`src/rtl/sar_seq_pkg.sv`:
```
package sar_seq_pkg;
  typedef enum logic [2:0] {
    SQ_WAIT,
    SQ_MODE,
    SQ_CHAN,
    SQ_SAMPLE,
    SQ_CONV,
    SQ_SHIFT,
    SQ_DONE
  } seq_state_e;
endpackage

```
`src/rtl/sar_seq_ctrl.sv`:
```
module sar_seq_ctrl
  import sar_seq_pkg::*;
#(
  parameter int RES = 8,
  parameter bit ADDRESSED = 1'b1,
  localparam int IW = $clog2(RES)
) (
  input  logic          clk,
  input  logic          rst,
  input  logic          cs_n,
  input  logic          di,
  output seq_state_e    st_o,
  output logic [IW-1:0] idx_o,
  output logic          diff_o,
  output logic          ch_o,
  output logic          busy_o,
  output logic          drive_o
);
  localparam logic [IW-1:0] TOP_IDX = IW'(RES - 1);

  seq_state_e st_q;

  always_ff @(posedge clk) begin
    if (rst || cs_n) begin
      st_q    <= SQ_WAIT;
      idx_o   <= '0;
      busy_o  <= 1'b0;
      drive_o <= 1'b0;
      if (rst) begin
        diff_o <= 1'b0;
        ch_o   <= 1'b0;
      end
    end else begin
      case (st_q)
        SQ_WAIT: begin
          if (!ADDRESSED) st_q <= SQ_SAMPLE;
          else if (di)    st_q <= SQ_MODE;
        end
        SQ_MODE: begin
          diff_o <= ~di;
          st_q   <= SQ_CHAN;
        end
        SQ_CHAN: begin
          ch_o <= di;
          st_q <= SQ_SAMPLE;
        end
        SQ_SAMPLE: begin
          busy_o  <= 1'b1;
          drive_o <= 1'b1;
          idx_o   <= TOP_IDX;
          st_q    <= SQ_CONV;
        end
        SQ_CONV: begin
          if (idx_o == '0) begin
            idx_o <= IW'(1);
            st_q  <= SQ_SHIFT;
          end else begin
            idx_o <= idx_o - 1'b1;
          end
        end
        SQ_SHIFT: begin
          if (idx_o == TOP_IDX) st_q <= SQ_DONE;
          else                  idx_o <= idx_o + 1'b1;
        end
        default: begin
          busy_o  <= 1'b0;
          drive_o <= 1'b0;
        end
      endcase
    end
  end

  assign st_o = st_q;
endmodule

```
`src/rtl/sar_seq_sar.sv`:
```
module sar_seq_sar #(
  parameter int RES = 8,
  localparam int IW = $clog2(RES)
) (
  input  logic           clk,
  input  logic           rst,
  input  logic           clr,
  input  logic           load,
  input  logic           step,
  input  logic [IW-1:0]  idx,
  input  logic           cmp,
  output logic [RES-1:0] code_o
);
  for (genvar i = 0; i < RES; i++) begin : g_bit
    logic b_q;
    logic set_next;
    if (i < RES - 1) begin : g_low
      assign set_next = (idx == IW'(i + 1));
    end else begin : g_top
      assign set_next = 1'b0;
    end
    always_ff @(posedge clk) begin
      if (rst || clr) begin
        b_q <= 1'b0;
      end else if (load) begin
        b_q <= (i == RES - 1);
      end else if (step) begin
        if (idx == IW'(i)) b_q <= cmp;
        else if (set_next) b_q <= 1'b1;
      end
    end
    assign code_o[i] = b_q;
  end
endmodule

```
`src/rtl/sar_seq_dout.sv`:
```
module sar_seq_dout
  import sar_seq_pkg::*;
#(
  parameter int RES = 8,
  localparam int IW = $clog2(RES)
) (
  input  logic           clk,
  input  logic           rst,
  input  logic           cs_n,
  input  seq_state_e     st,
  input  logic [IW-1:0]  idx,
  input  logic           cmp,
  input  logic [RES-1:0] code,
  input  logic           drive,
  input  logic           busy,
  output logic           do_o,
  output logic           en_o,
  output logic           lp_o
);
  logic bit_q;

  always_ff @(posedge clk) begin
    if (rst || cs_n) begin
      bit_q <= 1'b0;
    end else begin
      case (st)
        SQ_CONV:  bit_q <= cmp;
        SQ_SHIFT: bit_q <= code[idx];
        default:  bit_q <= 1'b0;
      endcase
    end
  end

  // Launch on the falling edge so the far side samples on the rising edge.
  always_ff @(negedge clk) begin
    if (rst) do_o <= 1'b0;
    else     do_o <= bit_q;
  end

  // Release without waiting for a clock once chip select rises.
  assign en_o = ~cs_n & drive;
  assign lp_o = cs_n | ~busy;
endmodule

```
`src/rtl/sar_seq_top.sv`:
```
module sar_seq_top
  import sar_seq_pkg::*;
#(
  parameter int RES = 8,
  parameter bit ADDRESSED = 1'b1
) (
  input  logic           clk,
  input  logic           rst,
  input  logic           cs_n,
  input  logic           di,
  input  logic           cmp_i,
  output logic [RES-1:0] dac_code_o,
  output logic           ch_sel_o,
  output logic           diff_o,
  output logic           do_o,
  output logic           busy_o,
  output logic           drv_en_o,
  output logic           lp_o
);
  localparam int IW = $clog2(RES);

  seq_state_e    st;
  logic [IW-1:0] idx;
  logic          drive;

  sar_seq_ctrl #(.RES(RES), .ADDRESSED(ADDRESSED)) u_ctrl (
    .clk(clk), .rst(rst), .cs_n(cs_n), .di(di),
    .st_o(st), .idx_o(idx), .diff_o(diff_o), .ch_o(ch_sel_o),
    .busy_o(busy_o), .drive_o(drive)
  );

  sar_seq_sar #(.RES(RES)) u_sar (
    .clk(clk), .rst(rst), .clr(cs_n),
    .load(st == SQ_SAMPLE), .step(st == SQ_CONV),
    .idx(idx), .cmp(cmp_i), .code_o(dac_code_o)
  );

  sar_seq_dout #(.RES(RES)) u_dout (
    .clk(clk), .rst(rst), .cs_n(cs_n), .st(st), .idx(idx),
    .cmp(cmp_i), .code(dac_code_o), .drive(drive), .busy(busy_o),
    .do_o(do_o), .en_o(drv_en_o), .lp_o(lp_o)
  );
endmodule

```
`config.mk`:
```
export PLATFORM = sky130hd
export DESIGN_NAME = sar_seq_top
export DESIGN_NICKNAME = d
export VERILOG_FILES = /design/src/rtl/sar_seq_pkg.sv /design/src/rtl/sar_seq_ctrl.sv /design/src/rtl/sar_seq_sar.sv /design/src/rtl/sar_seq_dout.sv /design/src/rtl/sar_seq_top.sv
export SDC_FILE = /design/constraint.sdc
export NUM_CORES = 1
export LEC_CHECK = 0
export ABC_AREA = 1
export CAP_MARGIN = 10
export CORE_ASPECT_RATIO = 1.5
export CORE_MARGIN = 2
export CORE_UTILIZATION = 56
export CTS_CLUSTER_SIZE = 16
export DETAILED_ROUTE_END_ITERATION = 8
export GPL_ROUTABILITY_DRIVEN = 0
export GPL_TIMING_DRIVEN = 0
export HOLD_SLACK_MARGIN = 0.02
export PLACE_DENSITY = 0.83
export SYNTH_ARGS = -nofsm -noshare
export SYNTH_HDL_FRONTEND = slang
export SYNTH_SLANG_ARGS = --single-unit
export TNS_END_PERCENT = 1
```
`constraint.sdc`:
```
create_clock -name clk -period 2.1 [get_ports clk]
set_input_delay 0.42 -clock clk [delete_from_list [all_inputs] [get_ports clk]]
set_output_delay 0.42 -clock clk [all_outputs]
set_load 0.05 [all_outputs]
```
Word level (Yosys, flattened, before mapping)
Index checks and enable logic that the tools add are counted.
{"block": "totals", "regBits": 19, "inputBits": 5}
{"block": "op_classes", "addsub": 2, "order_cmp": 1, "eq_ne": 17, "muxes": 33, "bitwise_logic": 5, "n_reduce_logical": 30}
{"operator": "$mux W1", "n": 23}
{"operator": "$reduce_and A2 Y1", "n": 11}
{"operator": "$reduce_bool A2 Y1", "n": 11}
{"operator": "$eq A3 B3 Y1 const B", "n": 6}
{"operator": "$pmux W3 S6", "n": 1}
{"operator": "$mux W3", "n": 5}
{"operator": "$eq A3 B2 Y1 const B", "n": 4}
{"operator": "$pmux W3 S3", "n": 1}
{"operator": "$ne A2 B2 Y1 const B", "n": 4}
{"operator": "$eq A3 B1 Y1 const B", "n": 2}
{"operator": "$logic_not A3 Y1", "n": 2}
{"operator": "$reduce_bool A6 Y1", "n": 1}
{"operator": "$reduce_or A5 Y1", "n": 1}
{"operator": "$lt A3 B4 Y1 const B", "n": 1}
{"operator": "$pmux W1 S2", "n": 2}
{"operator": "$reduce_and A4 Y1", "n": 1}
{"operator": "$add A3 B1 Y3 const B", "n": 1}
{"operator": "$bmux W1 S3", "n": 1}
{"operator": "$not A1 Y1", "n": 3}
{"operator": "$reduce_bool A3 Y1", "n": 1}
{"operator": "$sub A3 B1 Y3 const B", "n": 1}
{"operator": "$ne A2 B1 Y1 const B", "n": 1}
{"operator": "$reduce_or A2 Y1", "n": 1}
{"operator": "$and A1 B1 Y1", "n": 1}
{"operator": "other kinds (2)", "n": 2}

Depth between registers and ports, before layout
Gate-level depths: netlist of the first run.
{"block": "depth", "word_depth": 4, "depth_mapped": 9}

Cells and area by module
From an unflattened synthesis of the first run, not the netlist that was laid out.
{"block": "hier_totals", "hier_cells": 203, "area_unflattened_um2": 1313.8}
{"module": "sar_seq_ctrl", "instances": 1, "cells_per_inst": 91, "area_each_um2": 616.8}
{"module": "sar_seq_sar", "instances": 1, "cells_per_inst": 76, "area_each_um2": 513.0}
{"module": "sar_seq_dout", "instances": 1, "cells_per_inst": 31, "area_each_um2": 165.2}
{"module": "sar_seq_top", "instances": 1, "cells_per_inst": 5, "area_each_um2": 18.8}

==> flow_metrics.py, run 1 <==
metrics = {
    "finish": {
        "area_delta_synth_final_pct": 20.0,
        "nets": 208,
        "fin_area_sq_um": 1450,
        "nFillCells": 177,
        "multi_input_area_sq_um": 608,
        "drive_gt1_share_pct": 13.3,
        "regArea_sq_um": 402,
        "final_cell_mix": "nand2_1, inv_1, a21oi_1, dfxtp_1, clkdlybuf4s50_1",
        "final_common_cell": "nand2_1",
        "num_antenna_cells": 0,
    },
    "floorplan": {
        "die_width_um": 41.9,
        "num_rows": 20,
        "start_util_pct": 59.4,
        "ios": 19,
        "die_y_um": 60.8,
        "coreArea_sq_um": 2030,
        "design.die.area_sq_um": 2550,
    },
    "clock_tree": {
        "path_clk_slew_ns": 0.12,
        "tritoncts": "built",
        "clkLatencyLatePin_ns": 0.36,
        "cts_buffers": 3,
        "cts_resized": 11,
        "clockBufferDepth": 2,
        "postCtsSetupBuffers": 0,
        "cts_sinks": 19,
        "cts_hold_buf": 0,
        "htree_num_levels": 1,
        "root_buffer": "clkbuf_4",
    },
    "detailed_routing": {
        "via_per_inst": 5.41,
        "wl_per_cell_um": 12.6,
        "initialDrtViolationCount": 37,
        "drtPass1Iterations": 5,
        "routed_wl_um": 2730,
        "ant_nets": 0,
        "via_count": 1173,
        "drc": 0,
    },
    "pwr": {
        "peakVddDrop_mv": 0.395,
        "p_leak_nw": 0.630,
        "power_density_nw_per_um2": 433,
    },
    "worst_hold_path": {
        "hp-class": "flip-flop to flip-flop",
    },
    "sta": {
        "finalSetupViolCount": 1,
        "tightest_slew_ns": 0.501,
        "slew_headroom_pct": 66.5,
        "grt_setup_unrepaired": "true",
        "setup-tns-final_ns": -0.197,
        "holdWs_ns": 0.478,
        "fin_ws_ns": -0.197,
        "skew_ns": 0.0529,
        "hold_viol": 0,
        "slew_violations": 0,
    },
    "run_status": {
        "status": "finished, violations left",
        "violations": "setup timing",
    },
    "worst_setup_path": {
        "slowest_stage": "dfxtp_2",
        "path_cells": "buf_8",
        "end_kind": "output port",
        "arrival_ns": 1.88,
        "reg2reg_slack_ns": 0.31,
        "critPathRequiredTime_ns": 1.68,
        "critPathMaxStageDelay_ns": 0.32,
        "path_max_fanout": 1,
        "crit_family": "flip-flops",
        "startpoint_type": "flip-flop",
        "path_class": "flip-flop to output port",
        "path_buf_inv": 1,
    },
    "global_route": {
        "antenna_found_initial": 0,
        "grt.busiest_layer": "met2",
        "grt_max_degree": 12,
        "grt.met3_usage_pct": 4.76,
        "grtUsageMet1_pct": 24.7,
        "grt-ovfl-total": 0,
        "grt_util_met2_pct": 45.8,
        "grt_pass1_wl_um": 4640,
        "track_usage_pct": 24.1,
        "grt_pass1_vias": 1118,
    },
    "synth": {
        "syn_nets": 185,
        "synth_seq_area_share_pct": 33.2,
        "yosys_register_bits": 19,
        "syn_area_sq_um": 1200,
        "synth.distinct_cells": 24,
        "netlist_instances": 173,
        "syn_area_per_cell_sq_um": 6.96,
        "ys.warnings.count": 0,
    },
    "place": {
        "dpl.hpwl_um": 2090,
        "portBuffers": 18,
        "placed_area_sq_um": 1420,
    },
    "run": {
        "maxCapViolCount": 0,
    },
}
## final timing paths
path	startpoint	end	cells past startpoint
worst max-delay path	u_dout.do_o$_SDFF_NP0_	do_o	1
worst min-delay path	u_sar.g_bit[1].b_q$_SDFFE_PP0P_	u_sar.g_bit[1].b_q$_SDFFE_PP0P_	2
worst min register to register	u_sar.g_bit[1].b_q$_SDFFE_PP0P_	u_sar.g_bit[1].b_q$_SDFFE_PP0P_	2
worst max register to register	u_ctrl.idx_o[0]$_SDFFE_PP0P_	u_ctrl.idx_o[2]$_SDFFE_PP0P_	7
## layer usage
layer  wire, um  share of wire [%]  vias up
met1       1080                 40      543
li1           -                  -      585
met2       1510                 55       40
met5          0                  0        -
met4         43                1.6        0
met3         98                3.6        5
## Yosys cell counts (all sizes together)
master | number | area share, %
buf | 10 | 6.5
o211a | 2 | 1.7
or2 | 2 | 1.0
ha | 7 | 7.3
nor2 | 17 | 6.3
nand4 | 1 | 0.52
o31ai | 2 | 1.2
nand3 | 13 | 5.4
o211ai | 2 | 1.2
dfxtp | 17 | 28
nor3 | 1 | 1.4
a21oi | 16 | 6.6
edfxtp | 2 | 5.0
nand2 | 34 | 11
o21ai | 14 | 5.8
inv | 32 | 10
xor2 | 1 | 0.73
## cell families after synthesis
| logic type | share of synthesized area (%) |
|---|---|
| AOI/OAI and AO/OA | 16.6 |
| xor gates and xnor gates | 0.727 |
| adders and majority gates | 7.27 |
| buffers and inverters | 16.5 |
| DFF | 33.2 |
| and+or+nand+nor | 25.7 |
## registers in the layout, summed over array words and instances, names as in the netlist
signal / flops
u_sar.g_bit.b_q: 8
u_ctrl.idx_o: 3
u_ctrl.st_o: 3
u_ctrl.busy_o: 1
u_ctrl.ch_o: 1
u_ctrl.diff_o: 1
u_dout.bit_q: 1
u_dout.do_o: 1
## final cells by class
class | instances | area share [%]
buffer | 10 | 5.45
clock inverter | 2 | 0.606
inverter | 31 | 8.04
tap | 22 | 1.90
timing repair buffer | 18 | 12.6
sequential | 19 | 27.8
multi-input combinational | 112 | 42.0
clock buffer | 3 | 1.56
## where the power goes
part	switching (mW)	total (mW)	leakage (nW)	internal, mW
registers	0.00361	0.374	0.158	0.371
logic	0.0342	0.0531	0.449	0.0189
clock network	0.126	0.199	0.0230	0.0737
## stage by stage
| stage | setup WS, ns | util (%) | power (mW) | instances |
|---|---|---|---|---|
| floorplan | 0.0427 | - | 0.420 | 173 |
| global route | -0.238 | 71.4 | 0.659 | 217 |
| global placement | -0.448 | 69.8 | 0.440 | 213 |
| finish | -0.197 | 71.4 | 0.627 | 217 |
| CTS | -0.199 | 71.4 | 0.631 | 217 |
| detailed placement | -0.466 | 69.8 | 0.442 | 213 |
Power figures use the tool's default switching activity.
==> inputs of run 2 (changes only) <==
Settings changed: ABC_AREA 1 to default, TNS_END_PERCENT 1 to 30.
==> run 2 against run 1 <==
Effect of this change:
- the run still ends with setup timing left
- via count decreased by 8.6%
- first-iteration DRC count decreased by 16%
- core utilization decreased by 0.91 points
- clock power about the same
- sequential share of layout area increased by 1.1 points
- clock-buffer cell count increased by 1
- non-clock buffer count increased by 5
- setup slack improved by 0.0055 ns
- power decreased by 0.28%
- largest cell class unchanged
- largest power group unchanged
==> flow_metrics.py, run 2 <==
metrics = {
    "worst_setup_path": {
        "arrival_ns": 1.87,
        "slowest_stage": "dfxtp_2",
        "path_class": "flip-flop to output port",
        "path_cells": "buf_8",
        "path_max_fanout": 1,
        "crit_family": "flip-flops",
        "startpoint_type": "flip-flop",
        "path_buf_inv": 1,
        "critPathRequiredTime_ns": 1.68,
        "end_kind": "output port",
        "critPathMaxStageDelay_ns": 0.32,
    },
    "synth": {
        "syn_area_per_cell_sq_um": 8.48,
        "yosys.area_share.simple_pct": 22.1,
        "async_reset_ff_share_pct": 0,
        "synthAdderAreaFrac_pct": 7.59,
        "yosys-top-cells-area": "dfxtp_1, ha_1, nor2_1",
        "ys.flop_type": "dfxtp_1",
        "synth.distinct_cells": 40,
        "syn_area_sq_um": 1150,
        "synth-xor-area-share_pct": 0,
        "syn_nets": 148,
        "netlist_instances": 136,
        "ys.warnings.count": 0,
        "yosys.area.top_type_share_pct": 29.5,
        "yosys.area.top_type": "dfxtp_1",
        "synth_edf_count": 2,
        "yosys.cell_count.top_type": "nor2_1",
        "synth_seq_area_share_pct": 34.7,
        "synth_commonest_cells": "nor2_1, dfxtp_1, a21oi_1, buf_4, inv_1",
        "synthMuxAreaShare_pct": 3.80,
        "synth_compound_area_share_pct": 19.7,
        "synth_top_family_by_area": "simple AND/OR/NAND/NOR gates",
        "yosys_register_bits": 19,
    },
    "sta": {
        "fin_ws_ns": -0.191,
        "hold_viol": 0,
        "grt_setup_unrepaired": "true",
        "tightest_slew_ns": 0.524,
        "skew_ns": 0.0601,
        "slew_violations": 0,
        "slew_headroom_pct": 64.8,
        "finalSetupViolCount": 1,
    },
    "detailed_routing": {
        "via_per_inst": 5.96,
        "drtPass1Iterations": 4,
        "wl_per_cell_um": 14.3,
        "via_count": 1072,
        "initialDrtViolationCount": 31,
        "drc": 0,
        "ant_nets": 0,
        "routed_wl_um": 2580,
    },
    "finish": {
        "largest_register_ffs": 8,
        "fin_area_sq_um": 1390,
        "final_common_cell": "nor2_1",
        "nFillCells": 167,
        "area_delta_synth_final_pct": 20.7,
        "drive_gt1_share_pct": 17.1,
        "final_cell_mix": "nor2_1, dfxtp_1, clkdlybuf4s50_1",
        "multi_input_area_sq_um": 614,
        "utilization_pct": 70.4,
        "nets": 171,
        "final_cells": 180,
        "num_antenna_cells": 0,
        "regArea_sq_um": 402,
        "regMostFlops": "u_sar.g_bit.b_q",
    },
    "pwr": {
        "power_density_nw_per_um2": 449,
        "p_seq_share_pct": 59.5,
        "pwr-share-comb_pct": 8.6,
        "switchingPower_mw": 0.153,
        "power.share.clock_pct": 31.8,
        "p_leak_nw": 0.530,
        "internal-power_mw": 0.472,
        "peakVddDrop_mv": 0.438,
        "swShare_pct": 24.4,
    },
    "clock_tree": {
        "clockBufferDepth": 2,
        "tritoncts": "built",
        "root_buffer": "clkbuf_4",
        "cts_hold_buf": 0,
        "postCtsSetupBuffers": 0,
        "htree_num_levels": 1,
        "path_clk_slew_ns": 0.11,
        "clkLatencyLatePin_ns": 0.36,
        "cts_sinks": 19,
        "cts_buffers": 3,
    },
    "worst_hold_path": {
        "hp-class": "flip-flop to flip-flop",
    },
    "place": {
        "pre_cts_ws_ns": -0.455,
        "dpl.hpwl_um": 1980,
        "placed_cells": 176,
        "portBuffers": 18,
        "placed_area_sq_um": 1360,
    },
    "floorplan": {
        "start_util_pct": 58.4,
        "num_rows": 20,
        "die_y_um": 59.6,
        "design.die.area_sq_um": 2450,
        "ios": 19,
        "coreArea_sq_um": 1980,
        "die_width_um": 41.1,
    },
    "global_route": {
        "grt_pass1_wl_um": 4270,
        "antenna_found_initial": 0,
        "grt_max_degree": 11,
        "track_usage_pct": 25.3,
        "grt_pass1_vias": 992,
        "grt-ovfl-total": 0,
    },
    "run_status": {
        "status": "finished, violations left",
        "violations": "setup timing",
    },
    "run": {
        "maxCapViolCount": 0,
    },
}
## run 2: area by class of cell
class                   count  area share, %
multi-input cells          93           44.1
flip-flops and latches     19           28.8
repair buffers             18           13.1
plain buffers              15           7.55
inverters                   8           2.16
clock buffers               4           1.98
well taps                  22           1.98
clock inverters             1          0.270
## run 2: path summary, 6_finish.rpt
| kind | startpoint | endpoint | slack (ns) | depth (start not counted) |
|---|---|---|---|---|
| hold / removal | u_sar.g_bit[1].b_q$_SDFFE_PP0P_ | u_sar.g_bit[1].b_q$_SDFFE_PP0P_ | 0.53 | 2 |
| hold reg to reg | u_sar.g_bit[1].b_q$_SDFFE_PP0P_ | u_sar.g_bit[1].b_q$_SDFFE_PP0P_ | 0.53 | 2 |
| setup reg to reg | u_ctrl.idx_o[1]$_SDFFE_PP0P_ | u_ctrl.idx_o[1]$_SDFFE_PP0P_ | 0.39 | 6 |
| setup / recovery | u_dout.do_o$_SDFF_NP0_ | do_o | -0.19 | 1 |
## run 2: stage by stage
step / hold slack, ns / power, mW / setup TNS, ns
3_3_place_gp: 0.505 / 0.439 / -0.909
2_1_floorplan: 0.480 / 0.418 / 0
5_1_grt: 0.559 / 0.643 / -0.229
6_report: 0.528 / 0.625 / -0.191
3_5_place_dp: 0.516 / 0.440 / -0.936
4_1_cts: 0.532 / 0.626 / -0.199
## run 2: what timing repair did
action | CTS | global route
resized for setup | 11 | 0
pin swaps | 0 | 0
endpoints found under the setup margin | 3 | 1
## run 2: logic make-up (layout without fill, tap and decap cells)
group | after synthesis | count (layout)
DFF | 19 | 19
muxes | 3 | 3
AOI/OAI and AO/OA | 34 | 34
adders and majority gates | 7 | 7
and+or+nand+nor | 49 | 49
buffers and inverters | 24 | 46
## run 2: routing by layer
metal | wire length (um) | track usage, % | vias to the layer above | share of wire, %
met3 | 140 | 3.38 | 7 | 5.4
met2 | 1380 | 41.5 | 44 | 53
li1 | - | - | 517 | -
met5 | 0 | 0 | - | 0
met1 | 1000 | 29.6 | 504 | 39
met4 | 57 | 14.3 | 0 | 2.2
## run 2: power groups by stage
stage	combinational [mW]	sequential [mW]	clock, mW
after detailed placement	0.0539	0.380	0.00596
after CTS	0.0542	0.372	0.199
final	0.0540	0.372	0.199
after global routing	0.0584	0.373	0.212
after floorplan	0.0232	0.388	0.00596
after global placement	0.0530	0.380	0.00596
==> inputs of run 3 (changes only) <==
Settings changed: CORE_ASPECT_RATIO 1.5 to default.
==> run 3 against run 2 <==
Effect of this change:
- the flow still finishes with violations (setup timing)
- largest cell class unchanged
- critical path depth stayed put
- clock skew is 0.0053 ns lower
- combinational power is 0.7% higher
- sequential power hardly changed
- die area is 0.31% lower
- design area is 0.54% higher
- via count is 0.28% higher
- power is 1.0% lower
- sequential share of layout area is 0.15 points lower
- wire length is 1.7% higher
- clock power is 4% lower
- core utilization is 0.92 points higher
==> flow_metrics.py, run 3 (synthesized netlist as in run 2, its figures left out) <==
metrics = {
    "run_status": {
        "status": "finished, violations left",
        "violations": "setup timing",
    },
    "finish": {
        "final_cell_mix": "nor2_1, dfxtp_1, clkdlybuf4s50_1",
        "largest_register_ffs": 8,
        "nets": 171,
        "fin_area_sq_um": 1400,
        "regMostFlops": "u_sar.g_bit.b_q",
        "drive_gt1_share_pct": 17.1,
        "area_delta_synth_final_pct": 21.4,
        "num_antenna_cells": 0,
        "final_cells": 185,
        "final_common_cell": "nor2_1",
    },
    "place": {
        "dpl.hpwl_um": 1980,
        "placed_area_sq_um": 1370,
        "placed_cells": 181,
        "portBuffers": 18,
        "pre_cts_ws_ns": -0.458,
    },
    "clock_tree": {
        "clkLatencyLatePin_ns": 0.36,
        "cts_sinks": 19,
        "cts_buffers": 3,
        "clockBufferDepth": 2,
        "path_clk_slew_ns": 0.11,
        "root_buffer": "clkbuf_4",
        "htree_num_levels": 1,
        "tritoncts": "built",
        "cts_hold_buf": 0,
    },
    "worst_setup_path": {
        "slowest_stage": "dfxtp_2",
        "crit_family": "flip-flops",
        "path_buf_inv": 1,
        "startpoint_type": "flip-flop",
        "critPathRequiredTime_ns": 1.68,
        "reg2reg_slack_ns": 0.41,
        "path_cells": "buf_8",
        "arrival_ns": 1.88,
        "end_kind": "output port",
        "path_class": "flip-flop to output port",
        "critPathMaxStageDelay_ns": 0.33,
        "path_max_fanout": 1,
    },
    "detailed_routing": {
        "via_count": 1075,
        "via_per_inst": 5.81,
        "drtPass1Iterations": 5,
        "ant_nets": 0,
        "drc": 0,
        "wl_per_cell_um": 14.2,
        "routed_wl_um": 2620,
        "initialDrtViolationCount": 25,
    },
    "pwr": {
        "power_density_nw_per_um2": 442,
        "p_leak_nw": 0.526,
        "peakVddDrop_mv": 0.335,
    },
    "floorplan": {
        "ios": 19,
        "start_util_pct": 58.8,
        "design.die.area_sq_um": 2440,
        "num_rows": 16,
        "die_y_um": 49.4,
        "coreArea_sq_um": 1960,
        "die_width_um": 49.4,
    },
    "sta": {
        "hold_viol": 0,
        "slew_headroom_pct": 66.4,
        "tightest_slew_ns": 0.503,
        "grt_setup_unrepaired": "true",
        "skew_ns": 0.0547,
        "fin_ws_ns": -0.200,
        "finalSetupViolCount": 1,
        "setup-tns-final_ns": -0.200,
        "slew_violations": 0,
    },
    "global_route": {
        "grt_max_degree": 12,
        "antenna_found_initial": 0,
        "grt_pass1_vias": 972,
        "track_usage_pct": 22.5,
        "grt_pass1_wl_um": 4240,
        "grt-ovfl-total": 0,
    },
    "run": {
        "maxCapViolCount": 0,
    },
    "worst_hold_path": {
        "hp-class": "flip-flop to flip-flop",
    },
}
-- run 3: power breakdown --
group | internal [mW] | switching (mW) | leakage, nW
Sequential | 0.370 | 0.00169 | 0.158
Combinational | 0.0209 | 0.0335 | 0.345
Clock | 0.0736 | 0.119 | 0.0230
-- run 3: what timing repair did --
| item | CTS | global route |
|---|---|---|
| buffers inserted | 0 | 0 |
| gates resized for setup | 11 | 1 |
| endpoints found under the setup margin | 3 | 2 |
-- run 3: per-stage QoR --
stage | power (mW) | util [%] | hold slack, ns
after global routing | 0.646 | 71.4 | 0.546
after detailed placement | 0.440 | 69.7 | 0.511
final | 0.619 | 71.4 | 0.527
after floorplan | 0.418 | - | 0.480
after CTS | 0.627 | 71.3 | 0.527
after global placement | 0.438 | 69.7 | 0.505
-- run 3: worst paths after layout --
path                                        start                              end  depth (start not counted)
setup / recovery           u_dout.do_o$_SDFF_NP0_                             do_o                          1
hold / removal    u_sar.g_bit[4].b_q$_SDFFE_PP0P_  u_sar.g_bit[4].b_q$_SDFFE_PP0P_                          2
setup reg to reg     u_ctrl.idx_o[1]$_SDFFE_PP0P_     u_ctrl.idx_o[0]$_SDFFE_PP0P_                          6
hold reg to reg   u_sar.g_bit[4].b_q$_SDFFE_PP0P_  u_sar.g_bit[4].b_q$_SDFFE_PP0P_                          2
-- run 3: metal layers --
layer	routed length (um)	share of wire, %	up-vias	GRT usage, %
met5	0	0	-	0
met4	61	2.3	0	8.33
met3	167	6.4	12	5.83
met2	1260	48	49	37.6
met1	1130	43	500	27.6
li1	-	-	514	-
-- run 3: layout make-up --
class                      instances  area, sq um
clock buffer                       3         22.5
inverter                           8         30.0
fill                             179          562
clock inverter                     2         8.76
multi-input combinational         93          614
timing repair buffer              18          184
sequential                        19          402
tap                               27         33.8
buffer                            15          105
